[src/rtl/msi_agg_pkg.sv]
package msi_agg_pkg;
   localparam int unsigned REG_AW = 4;
   localparam logic [31:0] TGT_RESET = 32'hFFFB_0003;

   typedef enum logic [REG_AW-1:0] {
      OFF_MASK  = 4'd0,
      OFF_ROUTE = 4'd1,
      OFF_PEND  = 4'd2,
      OFF_LEVEL = 4'd3,
      OFF_VIEW0 = 4'd4,
      OFF_VIEW1 = 4'd5,
      OFF_TGT0  = 4'd6,
      OFF_TGT1  = 4'd7,
      OFF_STAT  = 4'd8
   } reg_off_e;
endpackage

[src/rtl/msi_line_edge.sv]
module msi_line_edge #(
   parameter int unsigned N = 11
) (
   input  logic         clk,
   input  logic         rst_n,
   input  logic [N-1:0] line_in,
   output logic [N-1:0] level,
   output logic [N-1:0] rise
);
   for (genvar i = 0; i < N; i++) begin : g_line
      logic q;
      always_ff @(posedge clk or negedge rst_n) begin
         if (!rst_n) q <= 1'b0;
         else        q <= line_in[i];
      end
      assign level[i] = q;
      assign rise[i]  = line_in[i] & ~q;
   end
endmodule

[src/rtl/msi_ctrl_regs.sv]
module msi_ctrl_regs
   import msi_agg_pkg::*;
#(
   parameter int unsigned N  = 11,
   parameter int unsigned DW = 32
) (
   input  logic              clk,
   input  logic              rst_n,
   input  logic              wr_en,
   input  logic              rd_en,
   input  logic [REG_AW-1:0] addr,
   input  logic [DW-1:0]     wdata,
   output logic [DW-1:0]     rdata,
   input  logic [N-1:0]      rise,
   input  logic [N-1:0]      level,
   input  logic              ovf_set,
   output logic [N-1:0]      mask,
   output logic [N-1:0]      route,
   output logic [N-1:0]      pend,
   output logic [DW-1:0]     tgt0,
   output logic [DW-1:0]     tgt1,
   output logic              ovf
);
   localparam int unsigned PADW = DW - N;

   reg_off_e   off;
   logic       pend_clr;
   logic [N-1:0] view0, view1;

   assign off      = reg_off_e'(addr);
   assign pend_clr = (wr_en || rd_en) && (off == OFF_PEND);
   assign view0    = level & mask & ~route;
   assign view1    = level & mask & route;

   always_ff @(posedge clk or negedge rst_n) begin
      if (!rst_n) begin
         mask  <= '0;
         route <= '0;
         tgt0  <= DW'(TGT_RESET);
         tgt1  <= DW'(TGT_RESET);
      end else if (wr_en) begin
         case (off)
            OFF_MASK:  mask  <= wdata[N-1:0];
            OFF_ROUTE: route <= wdata[N-1:0];
            OFF_TGT0:  tgt0  <= wdata;
            OFF_TGT1:  tgt1  <= wdata;
            default: ;
         endcase
      end
   end

   // new rises win over a clear in the same cycle
   always_ff @(posedge clk or negedge rst_n) begin
      if (!rst_n) pend <= '0;
      else        pend <= (pend_clr ? '0 : pend) | rise;
   end

   always_ff @(posedge clk or negedge rst_n) begin
      if (!rst_n)       ovf <= 1'b0;
      else if (ovf_set) ovf <= 1'b1;
   end

   always_comb begin
      rdata = '0;
      if (rd_en) begin
         case (off)
            OFF_MASK:  rdata = {{PADW{1'b0}}, mask};
            OFF_ROUTE: rdata = {{PADW{1'b0}}, route};
            OFF_PEND:  rdata = {{PADW{1'b0}}, pend};
            OFF_LEVEL: rdata = {{PADW{1'b0}}, level};
            OFF_VIEW0: rdata = {{PADW{1'b0}}, view0};
            OFF_VIEW1: rdata = {{PADW{1'b0}}, view1};
            OFF_TGT0:  rdata = tgt0;
            OFF_TGT1:  rdata = tgt1;
            OFF_STAT:  rdata = {{(DW-1){1'b0}}, ovf};
            default:   rdata = '0;
         endcase
      end
   end
endmodule

[src/rtl/msi_msg_fifo.sv]
module msi_msg_fifo #(
   parameter int unsigned W     = 32,
   parameter int unsigned DEPTH = 4
) (
   input  logic         clk,
   input  logic         rst_n,
   input  logic         push,
   input  logic         pop,
   input  logic [W-1:0] din,
   output logic [W-1:0] dout,
   output logic         empty,
   output logic         full
);
   localparam int unsigned PW = (DEPTH > 1) ? $clog2(DEPTH) : 1;
   localparam int unsigned CW = $clog2(DEPTH + 1);
   localparam logic [PW-1:0] LAST = PW'(DEPTH - 1);

   logic [W-1:0]  mem [DEPTH];
   logic [PW-1:0] wp, rp;
   logic [CW-1:0] cnt;

   function automatic logic [PW-1:0] bump(input logic [PW-1:0] p);
      return (p == LAST) ? '0 : p + 1'b1;
   endfunction

   assign empty = (cnt == '0);
   assign full  = (cnt == CW'(DEPTH));
   assign dout  = mem[rp];

   always_ff @(posedge clk) begin
      if (push) mem[wp] <= din;
   end

   always_ff @(posedge clk or negedge rst_n) begin
      if (!rst_n) begin
         wp  <= '0;
         rp  <= '0;
         cnt <= '0;
      end else begin
         if (push) wp <= bump(wp);
         if (pop)  rp <= bump(rp);
         case ({push, pop})
            2'b10:   cnt <= cnt + 1'b1;
            2'b01:   cnt <= cnt - 1'b1;
            default: ;
         endcase
      end
   end
endmodule

[src/rtl/msi_irq_aggregator.sv]
module msi_irq_aggregator
   import msi_agg_pkg::*;
#(
   parameter int unsigned NUM_LINES  = 11,
   parameter int unsigned DATA_W     = 32,
   parameter int unsigned ADDR_W     = 32,
   parameter int unsigned LOW_BITS   = 5,
   parameter int unsigned FIFO_DEPTH = 4
) (
   input  logic                 clk,
   input  logic                 rst_n,
   input  logic [NUM_LINES-1:0] irq_in,
   input  logic                 reg_wr_en,
   input  logic                 reg_rd_en,
   input  logic [REG_AW-1:0]    reg_addr,
   input  logic [DATA_W-1:0]    reg_wdata,
   output logic [DATA_W-1:0]    reg_rdata,
   output logic                 mw_valid,
   input  logic                 mw_ready,
   output logic [ADDR_W-1:0]    mw_addr,
   output logic [DATA_W-1:0]    mw_data
);
   if (NUM_LINES < 1 || NUM_LINES >= DATA_W) begin : g_bad_lines
      $error("NUM_LINES must be in 1..DATA_W-1");
   end
   if (ADDR_W != DATA_W) begin : g_bad_width
      $error("target register must hold a full address");
   end
   if (LOW_BITS < 1 || LOW_BITS >= ADDR_W) begin : g_bad_low
      $error("LOW_BITS out of range");
   end
   if (FIFO_DEPTH < 1) begin : g_bad_depth
      $error("FIFO_DEPTH must be at least 1");
   end

   logic [NUM_LINES-1:0] level_q, rise, mask_q, route_q, pend_q;
   logic [DATA_W-1:0]    tgt0_q, tgt1_q, sel_tgt, head;
   logic                 ovf_q, ovf_set, fire, route_hit;
   logic                 push_ok, pop, q_empty, q_full;

   msi_line_edge #(.N(NUM_LINES)) u_edge (
      .clk(clk), .rst_n(rst_n), .line_in(irq_in),
      .level(level_q), .rise(rise)
   );

   msi_ctrl_regs #(.N(NUM_LINES), .DW(DATA_W)) u_regs (
      .clk(clk), .rst_n(rst_n),
      .wr_en(reg_wr_en), .rd_en(reg_rd_en), .addr(reg_addr),
      .wdata(reg_wdata), .rdata(reg_rdata),
      .rise(rise), .level(level_q), .ovf_set(ovf_set),
      .mask(mask_q), .route(route_q), .pend(pend_q),
      .tgt0(tgt0_q), .tgt1(tgt1_q), .ovf(ovf_q)
   );

   assign fire      = |(rise & mask_q);
   assign route_hit = |(rise & mask_q & route_q);
   assign sel_tgt   = route_hit ? tgt1_q : tgt0_q;

   assign pop     = mw_valid && mw_ready;
   assign push_ok = fire && (!q_full || pop);
   assign ovf_set = fire && q_full && !pop;

   msi_msg_fifo #(.W(DATA_W), .DEPTH(FIFO_DEPTH)) u_fifo (
      .clk(clk), .rst_n(rst_n), .push(push_ok), .pop(pop),
      .din(sel_tgt), .dout(head), .empty(q_empty), .full(q_full)
   );

   assign mw_valid = !q_empty;
   assign mw_addr  = {head[ADDR_W-1:LOW_BITS], {LOW_BITS{1'b0}}};
   assign mw_data  = {{(DATA_W-LOW_BITS){1'b0}}, head[LOW_BITS-1:0]};
endmodule

[config.mk]
export PLATFORM = sky130hd
export DESIGN_NAME = msi_irq_aggregator
export DESIGN_NICKNAME = d
export VERILOG_FILES = /design/src/rtl/msi_agg_pkg.sv /design/src/rtl/msi_line_edge.sv /design/src/rtl/msi_ctrl_regs.sv /design/src/rtl/msi_msg_fifo.sv /design/src/rtl/msi_irq_aggregator.sv
export SDC_FILE = /design/constraint.sdc
export NUM_CORES = 1
export LEC_CHECK = 0
export ABC_CLOCK_PERIOD_IN_PS = 6720
export BUFFER_PORTS_ARGS = -buffer_cell sky130_fd_sc_hd__buf_2
export CORE_UTILIZATION = 25
export CTS_CLUSTER_SIZE = 14
export DETAILED_ROUTE_END_ITERATION = 8
export GPL_TIMING_DRIVEN = 0
export PLACE_DENSITY_LB_ADDON = 0.1
export SETUP_SLACK_MARGIN = 0.1
export SYNTH_ARGS = -nofsm -noshare
export SYNTH_HDL_FRONTEND = slang
export SYNTH_SLANG_ARGS = --single-unit
export TNS_END_PERCENT = 5
[constraint.sdc]
create_clock -name clk -period 6.72 [get_ports clk]
set_clock_uncertainty 0.15 [all_clocks]
set_input_delay 1.008 -clock clk [delete_from_list [all_inputs] [get_ports clk]]
set_output_delay 1.008 -clock clk [all_outputs]
set_load 0.02 [all_outputs]
-- Word level (Yosys, flattened, before mapping)
Memory sizes are Yosys's and may differ from the RTL's.
Index checks and enable logic that the tools add are counted.
- flip-flop bits (word level): 116
- latch bits: 0
- bits in writable memories: 128
- memories: 1
- ROM bits: 0
- input bits: 52
- add/sub/neg operators: 4
- multiplexer cells: 9
- multipliers: 0
- equality and inequality tests: 13
- reduce and logical (&&, ||, !) cells: 19
- divide/modulo/power cells: 0
- shift-type cells: 0
- magnitude comparators: 0
- bitwise gates (word level): 29
- memory list (name ; depth ; width ; read ports ; clocked after Yosys merged registers in ; write ports ; RTL line ; RTL):
    u_fifo.mem ; 4 ; 32 ; 1 ; 0 ; 1 ; msi_msg_fifo.sv:18 ; logic [W-1:0] mem [DEPTH];
- operators with widths (cell ; count):
    one-hot mux 32 bit (9 select lines) ; 1
    2-to-1 mux 32 bit ; 2
    bitwise AND 11 bit ; 5
    OR reduction 11 bit ; 2
    == test 4 x 3 -> 1 bit (second input constant) ; 4
    bitwise AND 1 bit ; 11
    2-to-1 mux 11 bit ; 1
    inverter 1 bit ; 11
    inverter 11 bit ; 1
    OR 11 bit ; 1
    == test 4 x 2 -> 1 bit (second input constant) ; 2
    AND reduction 2 bit ; 4
    == test 2 bit (second input constant) ; 3
    one-hot mux 3 bit (2 select lines) ; 1
    logical AND 1 bit ; 5
    adder 2 x 1 -> 2 bit (second input constant) ; 2
    == test 4 x 1 -> 1 bit (second input constant) ; 1
    == test 4 bit (second input constant) ; 1
    zero test 4 bit ; 1
    2-to-1 mux 2 bit ; 2
    adder 3 x 1 -> 3 bit (second input constant) ; 1
    == test 3 bit (second input constant) ; 1
    zero test 1 bit ; 3
    zero test 3 bit ; 1
    5 further kinds ; 7

-- Longest topological paths before layout
- depth in word-level cells: 7
- mapped depth: 10
- mapped depth without buffers: 9

-- Hierarchy
From an unflattened synthesis, not the netlist that was laid out.
- cell total of the unflattened synthesis: 724
- area, all modules: 11294.6 um2
- by module, submodules not included (module ; cells an instance ; instances ; area each (um2)):
    msi_msg_fifo ; 206 ; 1 ; 5084.9
    msi_ctrl_regs ; 390 ; 1 ; 4790.8
    msi_irq_aggregator ; 95 ; 1 ; 909.6
    msi_line_edge ; 33 ; 1 ; 509.2

-- Worst setup path after synthesis
No wires, ideal clock.
- kind: input to output
- from: input port reg_addr[0]
- to: output port reg_rdata[3]
- arrival: 2473 ps
- required time: 5562 ps
- path slack: 3089 ps
- cell stages on the path: 6
- path through: buf_2 buf_2 xnor2_1 a31oi_1 or3b_2 a31oi_1
- cells in the longest elaborated chain, start to end: 3
- elaborated cells on any way between the ends: 11
- those cells by class: 8 x eq/ne; 2 x mux; 1 x reduce/logical
- RTL lines (element ; RTL line ; RTL):
    from (decl) ; msi_irq_aggregator.sv:15 ; input logic [REG_AW-1:0] reg_addr,
    == test 4 bit, or another cell as far along ; msi_ctrl_regs.sv:66 ; case (off)
    one-hot mux 32 bit (9 select lines) * ; msi_ctrl_regs.sv:66 ;
    2-to-1 mux 32 bit * ; msi_ctrl_regs.sv:65 ; if (rd_en) begin
    to (decl) ; msi_irq_aggregator.sv:17 ; output logic [DATA_W-1:0] reg_rdata,
Every way passes the cells marked *; elsewhere a longest branch is shown, timed or not.

-- Worst setup path after layout
- from: input port reg_addr[0]
- to: output port reg_rdata[21]
The elaborated chain is that of the path after synthesis.

==> impl_metrics.json <==
{
  "worst-r2r-cell-count": 7,
  "fin_crit_sh": 0.615,
  "synth_top_area_cell": "edfxtp_1",
  "die_h_um": 210,
  "synth_top_area_share": 0.354,
  "synth-xor-area-share": 0.00888,
  "pwr_density_cell_nw_per_um2": 414,
  "setup_tns_ns": 0,
  "synth-edff-count": 128,
  "mappedNetlistArea_um2": 10900,
  "setup.worst_path.class": "in -> out",
  "synth_compound_area_frac": 0.0606,
  "synthFlopType": "edfxtp_1",
  "synthToLayoutAreaGrowth_pct": 23.2,
  "required_ns": 5.56,
  "core_um2": 42400,
  "slowest_stage": "buf_1",
  "synth_cell_types": 48,
  "cts-htree-levels": 1,
  "first_pass_iters": 6,
  "crit_arrival_ns": 2.98,
  "clk_pin_slew_ns": 0.06,
  "synth_cells": 702,
  "grtUsageTotal": 0.134,
  "routedWlPerCell_um": 19.8,
  "cp_top_family": "buffers and inverters",
  "holdBufCountCts": 0,
  "drc": 0,
  "layout_commonest_cell": "buf_2",
  "clockBufferDepth": 3,
  "grt_max_degree": 63,
  "tightest_slew_ns": 0.879,
  "cp-start-kind": "primary input",
  "holdCritPathClass": "in -> async",
  "cts_tree": "done",
  "power_uw": 5540,
  "yosys_warnings": 0,
  "cpMostUsedCell": "buf_2",
  "cp.depth": 7,
  "drt-total-wl_mm": 29.3,
  "antenna_found_initial": 0,
  "synth-seq-cells": 244,
  "pwr-share-clk": 0.286,
  "drive_gt1_frac": 0.427,
  "cts-resized-gates": 0,
  "gp_congestion": 0.785,
  "synth_adder_area_share": 0.00761,
  "ios": 149,
  "multi_input_area_um2": 3680,
  "drt_first_iter_violations": 339,
  "syn_area_per_cell_um2": 15.5,
  "cts_root_buf": "clkbuf_16",
  "die_w_um": 210,
  "swShare": 0.315,
  "power.internal_uw": 3790,
  "final_cell_mix": "buf_2 (132), edfxtp_1 (128), mux2_2 (86), dfrtp_1 (82), mux2_1 (36)",
  "antenna_cells": 0,
  "hold_viol": 0,
  "ir_drop_mv": 0.217,
  "vias_per_cell": 4.35,
  "cts_sinks": 244,
  "final_nets": 942,
  "r2r-start": "u_regs.mask[6]",
  "cts_buffers": 30,
  "dieArea_um2": 44200,
  "cp.buffers_inverters": 4,
  "synth_mux_area_frac": 0.196,
  "clk_latency_ns": 0.57,
  "synth_area_leaders": "edfxtp_1 (35%), dfrtp_1 (19%), mux2_2 (8.9%)",
  "via_count": 6455,
  "combPwrFrac": 0.290,
  "grt_pass1_wl_mm": 44.2,
  "seq_area_frac_synth": 0.626,
  "grt_pass1_vias": 6802,
  "cp_slowest_stage_delay_ns": 0.56,
  "synth_top_family_by_area": "multiplexers",
  "grt.overflow.total": 0,
  "ff2ff_setup_slack_ns": 3.77,
  "start_util": 0.256,
  "rsz0062_at_grt": "no",
  "p_sw_uw": 1750,
  "postSynth.asyncResetShare": 0.475,
  "post_cts_buffers": 0,
  "rows": 75,
  "path_cells": "buf_2, buf_2, o31ai_1, nand2_1, buf_1, nor2_1, buf_2",
  "seqPwrFrac": 0.424,
  "setup_viol": 0,
  "dp_hpwl_mm": 20.8,
  "timing.rr.end": "u_fifo.cnt[1]",
  "slew_headroom": 0.414,
  "max_freq_mhz": 242,
  "path_max_fanout": 10,
  "portBuffers": 114,
  "synth-simple-area-share": 0.0550,
  "fin_crit_ns": 4.14,
  "p_leak_uw": 0.00529,
  "slew_violations": 0,
  "critPathCaptureType": "output pin",
  "ant_nets": 0,
  "fill_cells": 4352,
  "outcome": "completed",
  "register_area_um2": 6790,
  "max_cap_viol_count": 0
}
-- state kept, by name, indices dropped and copies added, names as in the netlist --
register	count
u_regs.tgt0	32
u_regs.route	11
u_regs.tgt1	32
u_regs.ovf	1
u_fifo.rp	2
u_edge.g_line.q	11
u_fifo.mem	128
u_fifo.cnt	3
u_fifo.wp	2
u_regs.mask	11
u_regs.pend	11
-- final cells by class --
cell class                 instances  share of cell area
sequential                       244               0.508
multi-input combinational        401               0.275
clock buffer                      43              0.0635
tap                              577              0.0540
timing repair buffer             119              0.0529
buffer                            73              0.0332
clock inverter                    13             0.00917
inverter                          15             0.00421
-- metal layers --
layer,GRT usage,wire [µm],vias up
met2,0.222,14200,115
li1,-,-,3015
met1,0.179,13300,3288
met4,0.0342,629,0
met5,0,0,-
met3,0.0247,1190,37
-- metrics by stage --
stage / hold WS [ns] / setup slack, ns / util / cell area [µm²] / std cells
2_1_floorplan: 0.287 / 3.09 / - / 11000 / 733
3_3_place_gp: 0.316 / 2.40 / 0.289 / 12300 / 1424
3_5_place_dp: 0.322 / 2.56 / 0.292 / 12400 / 1429
4_1_cts: 0.274 / 2.55 / 0.315 / 13400 / 1485
5_1_grt: 0.302 / 2.38 / 0.315 / 13400 / 1485
6_report: 0.274 / 2.58 / 0.315 / 13400 / 1485
-- cells by family (layout without fill, tap and decap cells) --
logic type               Yosys count  count (layout)
XOR/XNOR                          11              11
AND/OR/NAND/NOR                  105             105
other                              1              32
multiplexers                     157             157
AO/OA/AOI/OAI                     90              90
adder cells (fa/ha/maj)            6               6
flip-flops                       244             244
buffers and inverters             88             263
-- power by group through the flow --
| stage | Clock [µW] | Combinational, µW | Sequential [µW] |
|---|---|---|---|
| 2_1_floorplan | 0 | 1110 | 2310 |
| 3_3_place_gp | 0 | 1600 | 2390 |
| 3_5_place_dp | 0 | 1670 | 2380 |
| 4_1_cts | 1640 | 1680 | 2350 |
| 5_1_grt | 1700 | 1760 | 2400 |
| 6_report | 1580 | 1600 | 2350 |
-- worst max-delay path by stage --
stage / from / to / slack (ns)
floorplan: reg_addr[0] / reg_rdata[3] / 3.09
global placement: irq_in[5] / u_fifo.mem[1][14] / 2.40
detailed placement: reg_addr[0] / reg_rdata[11] / 2.56
CTS: reg_addr[0] / reg_rdata[11] / 2.55
global route: reg_addr[1] / reg_rdata[0] / 2.38
finish: reg_addr[0] / reg_rdata[21] / 2.58
-- cell usage after synthesis (3+ instances only) --
cell      instances
edfxtp_1        128
or3_1             3
o21ai_0          13
a22oi_1          32
inv_1            15
and3b_1          11
buf_6             3
nor4_1            4
ha_1              5
buf_4            33
nand2_1          25
mux2_1           36
nor2_1           27
xnor2_1          11
a31oi_1          23
dfrtp_1          82
a222oi_1         12
clkbuf_1         16
or3b_2           11
mux2i_1           3
buf_2            19
mux4_2           32
dfstp_2          34
mux2_2           86
nor3_1            3
and3_1            6
Power figures use the tool's default switching activity.
